## src/rtl/wdr_pkg.sv

```systemverilog
// Shared types for the watchdog reset controller.
// Assumes: one controller state register in wdr_reset_ctrl uses this enum.
package wdr_pkg;
    typedef enum logic [1:0] {
        ST_HOLD  = 2'd0,   // supply out of range or power-up: reset held
        ST_RUN   = 2'd1,   // reset released, watchdog supervising
        ST_FAULT = 2'd2    // watchdog reset pulse in progress
    } wdr_state_t;
endpackage

```

## src/rtl/wdr_cfg_latch.sv

```systemverilog
// Captures mode and period select at each counter restart and decodes
// the period length and window edge in ticks.
// Assumes: capture is high in the cycle in which the counter restarts.
module wdr_cfg_latch #(
    parameter int P0    = 10,
    parameter int P1    = 45,
    parameter int P2    = 100,
    parameter int P3    = 350,
    parameter int CNT_W = 9
) (
    input  logic             clk,
    input  logic             rst_n,
    input  logic             capture,
    input  logic             mode_timeout_in,
    input  logic [1:0]       period_sel_in,
    output logic             windowed,
    output logic [CNT_W-1:0] period_ticks,
    output logic [CNT_W-1:0] half_ticks
);
    logic [1:0] sel_q;
    logic       win_q;

    // Hold the configuration used by the running period.
    always_ff @(posedge clk) begin
        if (!rst_n) begin
            sel_q <= 2'd0;
            win_q <= 1'b1;
        end else if (capture) begin
            sel_q <= period_sel_in;
            win_q <= ~mode_timeout_in;
        end
    end

    // Decode the period length from the captured code.
    always_comb begin
        case (sel_q)
            2'd0:    period_ticks = CNT_W'(P0);
            2'd1:    period_ticks = CNT_W'(P1);
            2'd2:    period_ticks = CNT_W'(P2);
            default: period_ticks = CNT_W'(P3);
        endcase
    end

    assign half_ticks = period_ticks >> 1;
    assign windowed   = win_q;


    sel_capture_chk: assert property (@(posedge clk) disable iff (!rst_n)
        !$stable(sel_q) |-> $past(capture));

    mode_capture_chk: assert property (@(posedge clk) disable iff (!rst_n)
        !$stable(win_q) |-> $past(capture));
endmodule

```

## src/rtl/wdr_window_timer.sv

```systemverilog
// Tick counter for one watchdog period, with closed-window and
// last-tick decodes.
// Assumes: restart wins over advance, and advance is never high on the
// last tick (the controller turns that tick into a fault instead).
module wdr_window_timer #(
    parameter int CNT_W = 9
) (
    input  logic             clk,
    input  logic             rst_n,
    input  logic             restart,
    input  logic             advance,
    input  logic [CNT_W-1:0] period_ticks,
    input  logic [CNT_W-1:0] half_ticks,
    output logic             in_closed,
    output logic             at_last
);
    logic [CNT_W-1:0] cnt;

    // Count elapsed ticks of the current period.
    always_ff @(posedge clk) begin
        if (!rst_n) begin
            cnt <= '0;
        end else if (restart) begin
            cnt <= '0;
        end else if (advance) begin
            cnt <= cnt + CNT_W'(1);
        end
    end

    assign in_closed = cnt < half_ticks;
    assign at_last   = cnt == (period_ticks - CNT_W'(1));


    cnt_range_chk: assert property (@(posedge clk) disable iff (!rst_n)
        cnt < period_ticks);
endmodule

```

## src/rtl/wdr_reset_ctrl.sv

```systemverilog
// Supervisor state machine. It holds reset while the supply is bad,
// judges clears against the window, times the reset pulse and keeps the
// fault flag.
// Assumes: clear_stb and tick are one-cycle pulses; RST_TICKS >= 1.
module wdr_reset_ctrl
    import wdr_pkg::*;
#(
    parameter int RST_TICKS = 1
) (
    input  logic clk,
    input  logic rst_n,
    input  logic supply_ok,
    input  logic run_en,
    input  logic clear_stb,
    input  logic tick,
    input  logic windowed,
    input  logic in_closed,
    input  logic at_last,
    output logic restart,
    output logic capture,
    output logic advance,
    output logic rst_out_n,
    output logic wd_flag_n
);
    localparam int RST_W = $clog2(RST_TICKS + 1);

    wdr_state_t       state;
    logic [RST_W-1:0] rcnt;
    logic             por_low;
    logic             fault_low;
    logic             running;
    logic             bad_clear;
    logic             good_clear;
    logic             expire;
    logic             release_hold;
    logic             release_fault;

    // Decode the events of this cycle.
    always_comb begin
        running       = (state == ST_RUN) && run_en && supply_ok;
        bad_clear     = running && clear_stb && windowed && in_closed;
        good_clear    = running && clear_stb && !(windowed && in_closed);
        expire        = running && !clear_stb && tick && at_last;
        release_hold  = (state == ST_HOLD) && supply_ok;
        release_fault = (state == ST_FAULT) && supply_ok && tick
                        && (rcnt == RST_W'(RST_TICKS - 1));
    end

    assign capture = good_clear || release_hold || release_fault;
    assign restart = capture || (state != ST_RUN) || !run_en;
    assign advance = running && tick && !clear_stb && !at_last;

    // Controller state transitions.
    always_ff @(posedge clk) begin
        if (!rst_n) begin
            state <= ST_HOLD;
        end else begin
            case (state)
                ST_HOLD:  if (supply_ok) state <= ST_RUN;
                ST_RUN:   if (!supply_ok) state <= ST_HOLD;
                          else if (bad_clear || expire) state <= ST_FAULT;
                ST_FAULT: if (!supply_ok) state <= ST_HOLD;
                          else if (release_fault) state <= ST_RUN;
                default:  state <= ST_HOLD;
            endcase
        end
    end

    // Count ticks of the reset pulse.
    always_ff @(posedge clk) begin
        if (!rst_n || state != ST_FAULT) begin
            rcnt <= '0;
        end else if (tick) begin
            rcnt <= rcnt + RST_W'(1);
        end
    end

    // Power-up part of the flag: low until the first supply release.
    always_ff @(posedge clk) begin
        if (!rst_n) begin
            por_low <= 1'b1;
        end else if (release_hold) begin
            por_low <= 1'b0;
        end
    end

    // Fault part of the flag: set on a fault, cleared by a good clear.
    always_ff @(posedge clk) begin
        if (!rst_n) begin
            fault_low <= 1'b0;
        end else if (bad_clear || expire) begin
            fault_low <= 1'b1;
        end else if (good_clear) begin
            fault_low <= 1'b0;
        end
    end

    assign rst_out_n = (state == ST_RUN);
    assign wd_flag_n = !(por_low || fault_low);


    supply_hold_chk: assert property (@(posedge clk) disable iff (!rst_n)
        !supply_ok |=> !rst_out_n);

    fault_flag_chk: assert property (@(posedge clk) disable iff (!rst_n)
        (state == ST_FAULT) |-> !wd_flag_n);

    flag_rise_chk: assert property (@(posedge clk) disable iff (!rst_n)
        $rose(wd_flag_n) |-> ($past(clear_stb) || $past(state == ST_HOLD)));

    idle_run_chk: assert property (@(posedge clk) disable iff (!rst_n)
        (state == ST_RUN && !run_en && supply_ok) |=> (state == ST_RUN));
endmodule

```

## src/rtl/wdog_supervisor.sv

```systemverilog
// Top of the windowed watchdog reset controller. It joins the config
// latch, the period timer and the supervisor state machine.
// Assumes: tick_ms is a one-cycle pulse per millisecond in the clk domain.
module wdog_supervisor #(
    parameter int P0        = 10,
    parameter int P1        = 45,
    parameter int P2        = 100,
    parameter int P3        = 350,
    parameter int RST_TICKS = 1
) (
    input  logic       clk,
    input  logic       rst_n,
    input  logic       tick_ms,
    input  logic       supply_ok,
    input  logic       run_en,
    input  logic       mode_timeout,
    input  logic [1:0] period_sel,
    input  logic       clear_stb,
    output logic       rst_out_n,
    output logic       wd_flag_n
);
    localparam int P_01  = (P0 > P1) ? P0 : P1;
    localparam int P_23  = (P2 > P3) ? P2 : P3;
    localparam int P_MAX = (P_01 > P_23) ? P_01 : P_23;
    localparam int CNT_W = $clog2(P_MAX + 1);

    logic             windowed;
    logic [CNT_W-1:0] period_ticks;
    logic [CNT_W-1:0] half_ticks;
    logic             in_closed;
    logic             at_last;
    logic             restart;
    logic             capture;
    logic             advance;

    wdr_cfg_latch #(
        .P0(P0), .P1(P1), .P2(P2), .P3(P3), .CNT_W(CNT_W)
    ) u_cfg (
        .clk            (clk),
        .rst_n          (rst_n),
        .capture        (capture),
        .mode_timeout_in(mode_timeout),
        .period_sel_in  (period_sel),
        .windowed       (windowed),
        .period_ticks   (period_ticks),
        .half_ticks     (half_ticks)
    );

    wdr_window_timer #(
        .CNT_W(CNT_W)
    ) u_timer (
        .clk         (clk),
        .rst_n       (rst_n),
        .restart     (restart),
        .advance     (advance),
        .period_ticks(period_ticks),
        .half_ticks  (half_ticks),
        .in_closed   (in_closed),
        .at_last     (at_last)
    );

    wdr_reset_ctrl #(
        .RST_TICKS(RST_TICKS)
    ) u_ctrl (
        .clk      (clk),
        .rst_n    (rst_n),
        .supply_ok(supply_ok),
        .run_en   (run_en),
        .clear_stb(clear_stb),
        .tick     (tick_ms),
        .windowed (windowed),
        .in_closed(in_closed),
        .at_last  (at_last),
        .restart  (restart),
        .capture  (capture),
        .advance  (advance),
        .rst_out_n(rst_out_n),
        .wd_flag_n(wd_flag_n)
    );
endmodule

```

## config.mk

```make
export PLATFORM = sky130hd
export DESIGN_NAME = wdog_supervisor
export DESIGN_NICKNAME = d
export VERILOG_FILES = /design/src/rtl/wdr_pkg.sv /design/src/rtl/wdr_cfg_latch.sv /design/src/rtl/wdr_window_timer.sv /design/src/rtl/wdr_reset_ctrl.sv /design/src/rtl/wdog_supervisor.sv
export SDC_FILE = /design/constraint.sdc
export NUM_CORES = 1
export LEC_CHECK = 0
export ABC_AREA = 1
export BUFFER_PORTS_ARGS = -buffer_cell sky130_fd_sc_hd__buf_2
export CORE_UTILIZATION = 28
export DETAILED_ROUTE_END_ITERATION = 7
export SYNTH_ARGS = -nofsm -noshare
export SYNTH_HDL_FRONTEND = slang
export SYNTH_HIERARCHICAL = 1
export SYNTH_SLANG_ARGS = --single-unit
```

## constraint.sdc

```tcl
create_clock -name clk -period 4.15 [get_ports clk]
set_input_delay 0.2075 -clock clk [delete_from_list [all_inputs] [get_ports clk]]
set_output_delay 0.2075 -clock clk [all_outputs]
set_load 0.05 [all_outputs]
```

* Word-level counts from Yosys, hierarchy flattened
Index checks and enable logic that the tools add are counted.
Word-level totals: register bits after elaboration 17, bits in latches 0, RAM bits 0, bits in read-only memories 0, logic and storage cells 68, memories kept 0
Operators by class: add/subtract/negate cells 3, multipliers 0, div/mod/pow operators 0, order comparisons 1, equality and inequality tests 10, shift operators 0, muxes and demuxes 9, bitwise operators 3, reductions and logical operators 35
Operators by type and width (count):
- one-hot mux 9 bit (3 select lines) | 1
- logical AND 1 bit | 17
- two-way mux 2 bit | 5
- adder 9 x 1 -> 9 bit (second input constant) | 1
- == test 9 bit | 1
- less-than comparator 9 x 8 -> 1 bit | 1
- subtractor 9 x 1 -> 9 bit (second input constant) | 1
- logical OR 1 bit | 7
- logical NOT 1 bit | 6
- != test 3 x 2 -> 1 bit (second input constant) | 2
- one-hot mux 2 bit (3 select lines) | 1
- == test 2 x 1 -> 1 bit (second input constant) | 2
- == test 2 bit (second input constant) | 2
- logical NOT 2 bit | 2
- != test 2 bit (second input constant) | 2
- inverter 1 bit | 3
- AND reduction 3 bit | 1
- two-way mux 1 bit | 2
- != test 2 x 1 -> 1 bit (second input constant) | 1
- nonzero test 2 bit | 1
- OR reduction 2 bit | 1
- adder 1 bit (second input constant) | 1

* Depth between registers and ports, before layout
word-level depth 11, gate-level depth with buffers 23, gate-level depth less buffers 22

* Cells and area by module
Netlist, hierarchy kept.
By module, submodules not included:
- wdr_window_timer | times used 1, cells an instance 169, area an instance 970.9 um^2, sequential area each 180.2 um^2
- wdr_reset_ctrl | times used 1, cells an instance 47, area an instance 292.8 um^2, sequential area each 100.1 um^2
- wdr_cfg_latch | times used 1, cells an instance 41, area an instance 291.5 um^2, sequential area each 60.1 um^2

* Worst setup path after synthesis
OpenSTA, ideal clock, no wires.
kind reg-to-reg, from register u_cfg.sel_q[0], to register u_timer.cnt[8], library setup time 64 ps, data arrival time 2473 ps, data required time 4086 ps, setup slack 1613 ps, cell stages (with the launch flop) 23, cell sequence dfxtp_1 > inv_1 > ha_1 > inv_1 > buf_4 > inv_1 > ha_1 > nand2_1 > nor2_1 > nand2_1 > nand2_1 > nor2_1 > nand3_1 > nor3_1 > nor2_1 > nand3_2 > nor2_2 > nand2_2 > nor3_4 > nand2_1 > nand2_1 > inv_1 > nor2_1
RTL lines:
- start, declared | line wdr_cfg_latch.sv:20 | logic [1:0] sel_q;
- start signal, assigned | line wdr_cfg_latch.sv:29 | sel_q <= period_sel_in;
- == test 2 bit (tied with other cells) | line wdr_cfg_latch.sv:36 | case (sel_q)
- one-hot mux 9 bit (3 select lines) (*) | line wdr_cfg_latch.sv:36
- via half_ticks[4] | line wdog_supervisor.sv:29 | logic [CNT_W-1:0] half_ticks;
- subtractor 9 x 1 -> 9 bit (*) | line wdr_window_timer.sv:31 | assign at_last = cnt == (period_ticks - CNT_W'(1));
- == test 9 bit (*) | line wdr_window_timer.sv:31
- via at_last | line wdog_supervisor.sv:31 | logic at_last;
- logical NOT 1 bit (*) | line wdr_reset_ctrl.sv:51 | assign advance = running && tick && !clear_stb && !at_last;
- logical AND 1 bit (*) | line wdr_reset_ctrl.sv:51
- via advance | line wdog_supervisor.sv:34 | logic advance;
- end signal, assigned | line wdr_window_timer.sv:26 | cnt <= cnt + CNT_W'(1);
- end, declared | line wdr_window_timer.sv:17 | logic [CNT_W-1:0] cnt;
The timed path passes the listed nets; every way through them passes the cells marked *. A chain may end at the register's enable or synchronous reset.

* Worst setup path in the final report
from register u_cfg.sel_q[1], to register u_timer.cnt[8]
The elaborated chain is that of the path after synthesis.

==> flow_metrics.env <==
export IMPL_status="finished clean"
export IMPL_yosysUniqueCellTypes=25
export IMPL_yosysWarnings=6
export IMPL_cp_max_fo=5
export IMPL_utilization=0.317
export IMPL_routedWlPerCell_um=9.06
export IMPL_cts_resized=0
export IMPL_cp_slowest_cell="dfxtp_1"
export IMPL_grt_total_usage=0.115
export IMPL_reg2reg_depth=19
export IMPL_crit_path_end_kind="register"
export IMPL_grt_pass1_vias=1309
export IMPL_final_hold_violation_count=0
export IMPL_cts_htree_levels=1
export IMPL_fillers=587
export IMPL_detail_route_wirelength_um=3010
export IMPL_cts_reportedPaths_clkPinSlew_ns=0.06
export IMPL_yosysTopAreaCellShare=0.219
export IMPL_clk_latency_ns=0.25
export IMPL_fin_skew_ns=0.00138
export IMPL_cp_start_kind="register"
export IMPL_post_cts_setup_buffers=0
export IMPL_rows=26
export IMPL_r2r_end="u_timer/cnt[8]$_SDFFE_PP0P_"
export IMPL_drt_iter0_markers=61
export IMPL_crit_chain="inv_1 > ha_1 > inv_1 > inv_1 > ha_1 > nand2_1 > o21ai_0 > nand2_1 > nand3_1 > nor3_1 > nor2_1 > nand3_2 > nor2_2 > nand2_2 > nor3_4 > nand2_1 > nand2_1 > inv_1 > nor2_1"
export IMPL_whs_ns=0.201
export IMPL_die_w_um=76.5
export IMPL_ff2ff_setup_slack_ns=1.25
export IMPL_cp_arrival_ns=3.09
export IMPL_cts_buffer_depth=2
export IMPL_viasPerCell=4.16
export IMPL_cts_sinks=17
export IMPL_p_leak_uw=0.000835
export IMPL_rsz0062_at_grt="no"
export IMPL_antenna_found_initial=0
export IMPL_path_depth=19
export IMPL_yosysTopAreaCell="dfxtp_1"
export IMPL_grt_pass1_wl_um=5530
export IMPL_timing_rr_start="u_cfg/sel_q[1]$_SDFFE_PN0P_"
export IMPL_netlist_area_um2=1560
export IMPL_cts_tree="done"
export IMPL_cts_buffers=3
export IMPL_globalplace_congestion=0.812
export IMPL_antenna_left=0
export IMPL_synth_seq_cells=17
export IMPL_io_pins=11
export IMPL_first_pass_iters=4
export IMPL_drive_gt1_frac=0.118
export IMPL_ys_top_cells_by_area="dfxtp_1 22%, nand2_1 18%, ha_1 12%, inv_1 11%, nor2_1 7.7%"
export IMPL_dp_hpwl_um=2540
export IMPL_ys_seq_area_frac=0.219
export IMPL_syn_inst=257
export IMPL_finalCriticalPeriod_ns=2.90
export IMPL_hold_path_class="input port to register"
export IMPL_crit_end="u_timer/cnt[8]$_SDFFE_PP0P_"
export IMPL_grt_max_degree=10
export IMPL_peakVddDrop_uv=182
export IMPL_syn_to_final_growth_pct=6.92
export IMPL_dieHeight_um=76.5
export IMPL_vias=1381
export IMPL_cts_root_buf="clkbuf_8"
export IMPL_p_per_area_nw_per_um2=243
export IMPL_dieArea_um2=5860
export IMPL_port_buffers=10
export IMPL_final_setup_tns_ns=0
export IMPL_setup_viol=0
export IMPL_postCtsHoldBufs=0
export IMPL_num_antenna_cells=0
export IMPL_startpoint="u_cfg/sel_q[1]$_SDFFE_PN0P_"
export IMPL_slowest_delay_ns=0.41
export IMPL_drv_cap=0
export IMPL_maxSlewViolCount=0
export IMPL_syn_avg_cell_area_um2=6.05
export IMPL_crit_type="register to register"
export IMPL_period_share=0.698
export IMPL_critPathBufInv=4
export IMPL_drc=0
export IMPL_final_nets=287
export IMPL_core_um2=5240
export IMPL_max_freq_ghz=0.345
export IMPL_required_ns=4.34
export IMPL_cp_top_family="simple AND/OR/NAND/NOR gates"
export IMPL_initial_core_util=0.297
export IMPL_gr_total_overflow=0
logic make-up after synthesis:
logic type / share of synthesized area
AO/OA/AOI/OAI: 0.0571
XOR/XNOR: 0.0169
flip-flops: 0.219
adder cells (fa/ha/maj): 0.121
buffers and inverters: 0.179
AND/OR/NAND/NOR: 0.405
other: 0.00241
layout make-up:
type                    instances  area (um^2)  area share
clock buffers                   4         45.0      0.0271
inverters                      52          195       0.117
multi-input cells             179          945       0.568
flip-flops and latches         17          340       0.205
well taps                      70         87.6      0.0527
repair buffers                 10         50.0      0.0301
synth_stat cells (all sizes together):
cell type	n
dfxtp	17
conb	1
nand2	76
buf	11
xnor2	2
o21ai	3
nor2	36
inv	50
xor2	1
a31oi	1
o211ai	1
ha	15
nand3	17
nand4	3
or2	2
a21oi	12
nor3	7
clkinv	2
metrics by stage:
step,instances,area (um^2),total power (uW),setup slack [ns]
4_1_cts,332,1660,412,1.21
2_1_floorplan,259,1560,273,1.61
3_3_place_gp,328,1620,284,1.24
5_1_grt,332,1660,441,0.843
3_5_place_dp,328,1620,285,1.24
6_report,332,1660,405,1.25
tightest hold or removal path: stages:
cell,delay (ns)
buf_2,0.07
inv_1,0.03
nand2_1,0.04
nand3_1,0.05
sequential cells by signal, summed over array words and instances, names as in the netlist:
name / cells
u_ctrl/fault_low: 1
u_ctrl/state: 2
u_cfg/sel_q: 2
u_ctrl/rcnt: 1
u_ctrl/por_low: 1
u_timer/cnt: 9
u_cfg/windowed: 1
how the worst min path moves through the flow:
stage,start,depth (start not counted),to
after global placement,u_ctrl/por_low$_SDFFE_PN1P_,2,u_ctrl/por_low$_SDFFE_PN1P_
after floorplan,rst_n,1,u_ctrl/por_low$_SDFFE_PN1P_
after detailed placement,u_ctrl/por_low$_SDFFE_PN1P_,2,u_ctrl/por_low$_SDFFE_PN1P_
final,mode_timeout,4,u_cfg/windowed$_SDFFE_PN1P_
after global routing,rst_n,2,u_ctrl/por_low$_SDFFE_PN1P_
after CTS,mode_timeout,4,u_cfg/windowed$_SDFFE_PN1P_
power by group:
group          total, uW  switching (uW)  internal (uW)  leakage [uW]
logic                109            71.9           37.2      0.000673
registers            172            4.12            168      0.000138
clock network        123            55.2           68.1     0.0000228
total                405             131            273      0.000835
cell usage in the layout, fill, tap and decap left out, drive strengths merged, types with 3 or more instances in the layout:
master,count
ha,15
clkbuf,4
nand3,17
inv,50
conb,3
buf,10
nor2,36
nor3,7
o21ai,3
nand4,3
nand2,76
a21oi,12
dfxtp,17
metal layers:
layer  routed length, um  vias up  track usage
met5                   0        -            0
met4                  11        0       0.0231
met3                  68        2       0.0251
met2                1360       15        0.189
met1                1570      584        0.152
li1                    -      780            -
Note: power is estimated with default switching activity, not from simulation.
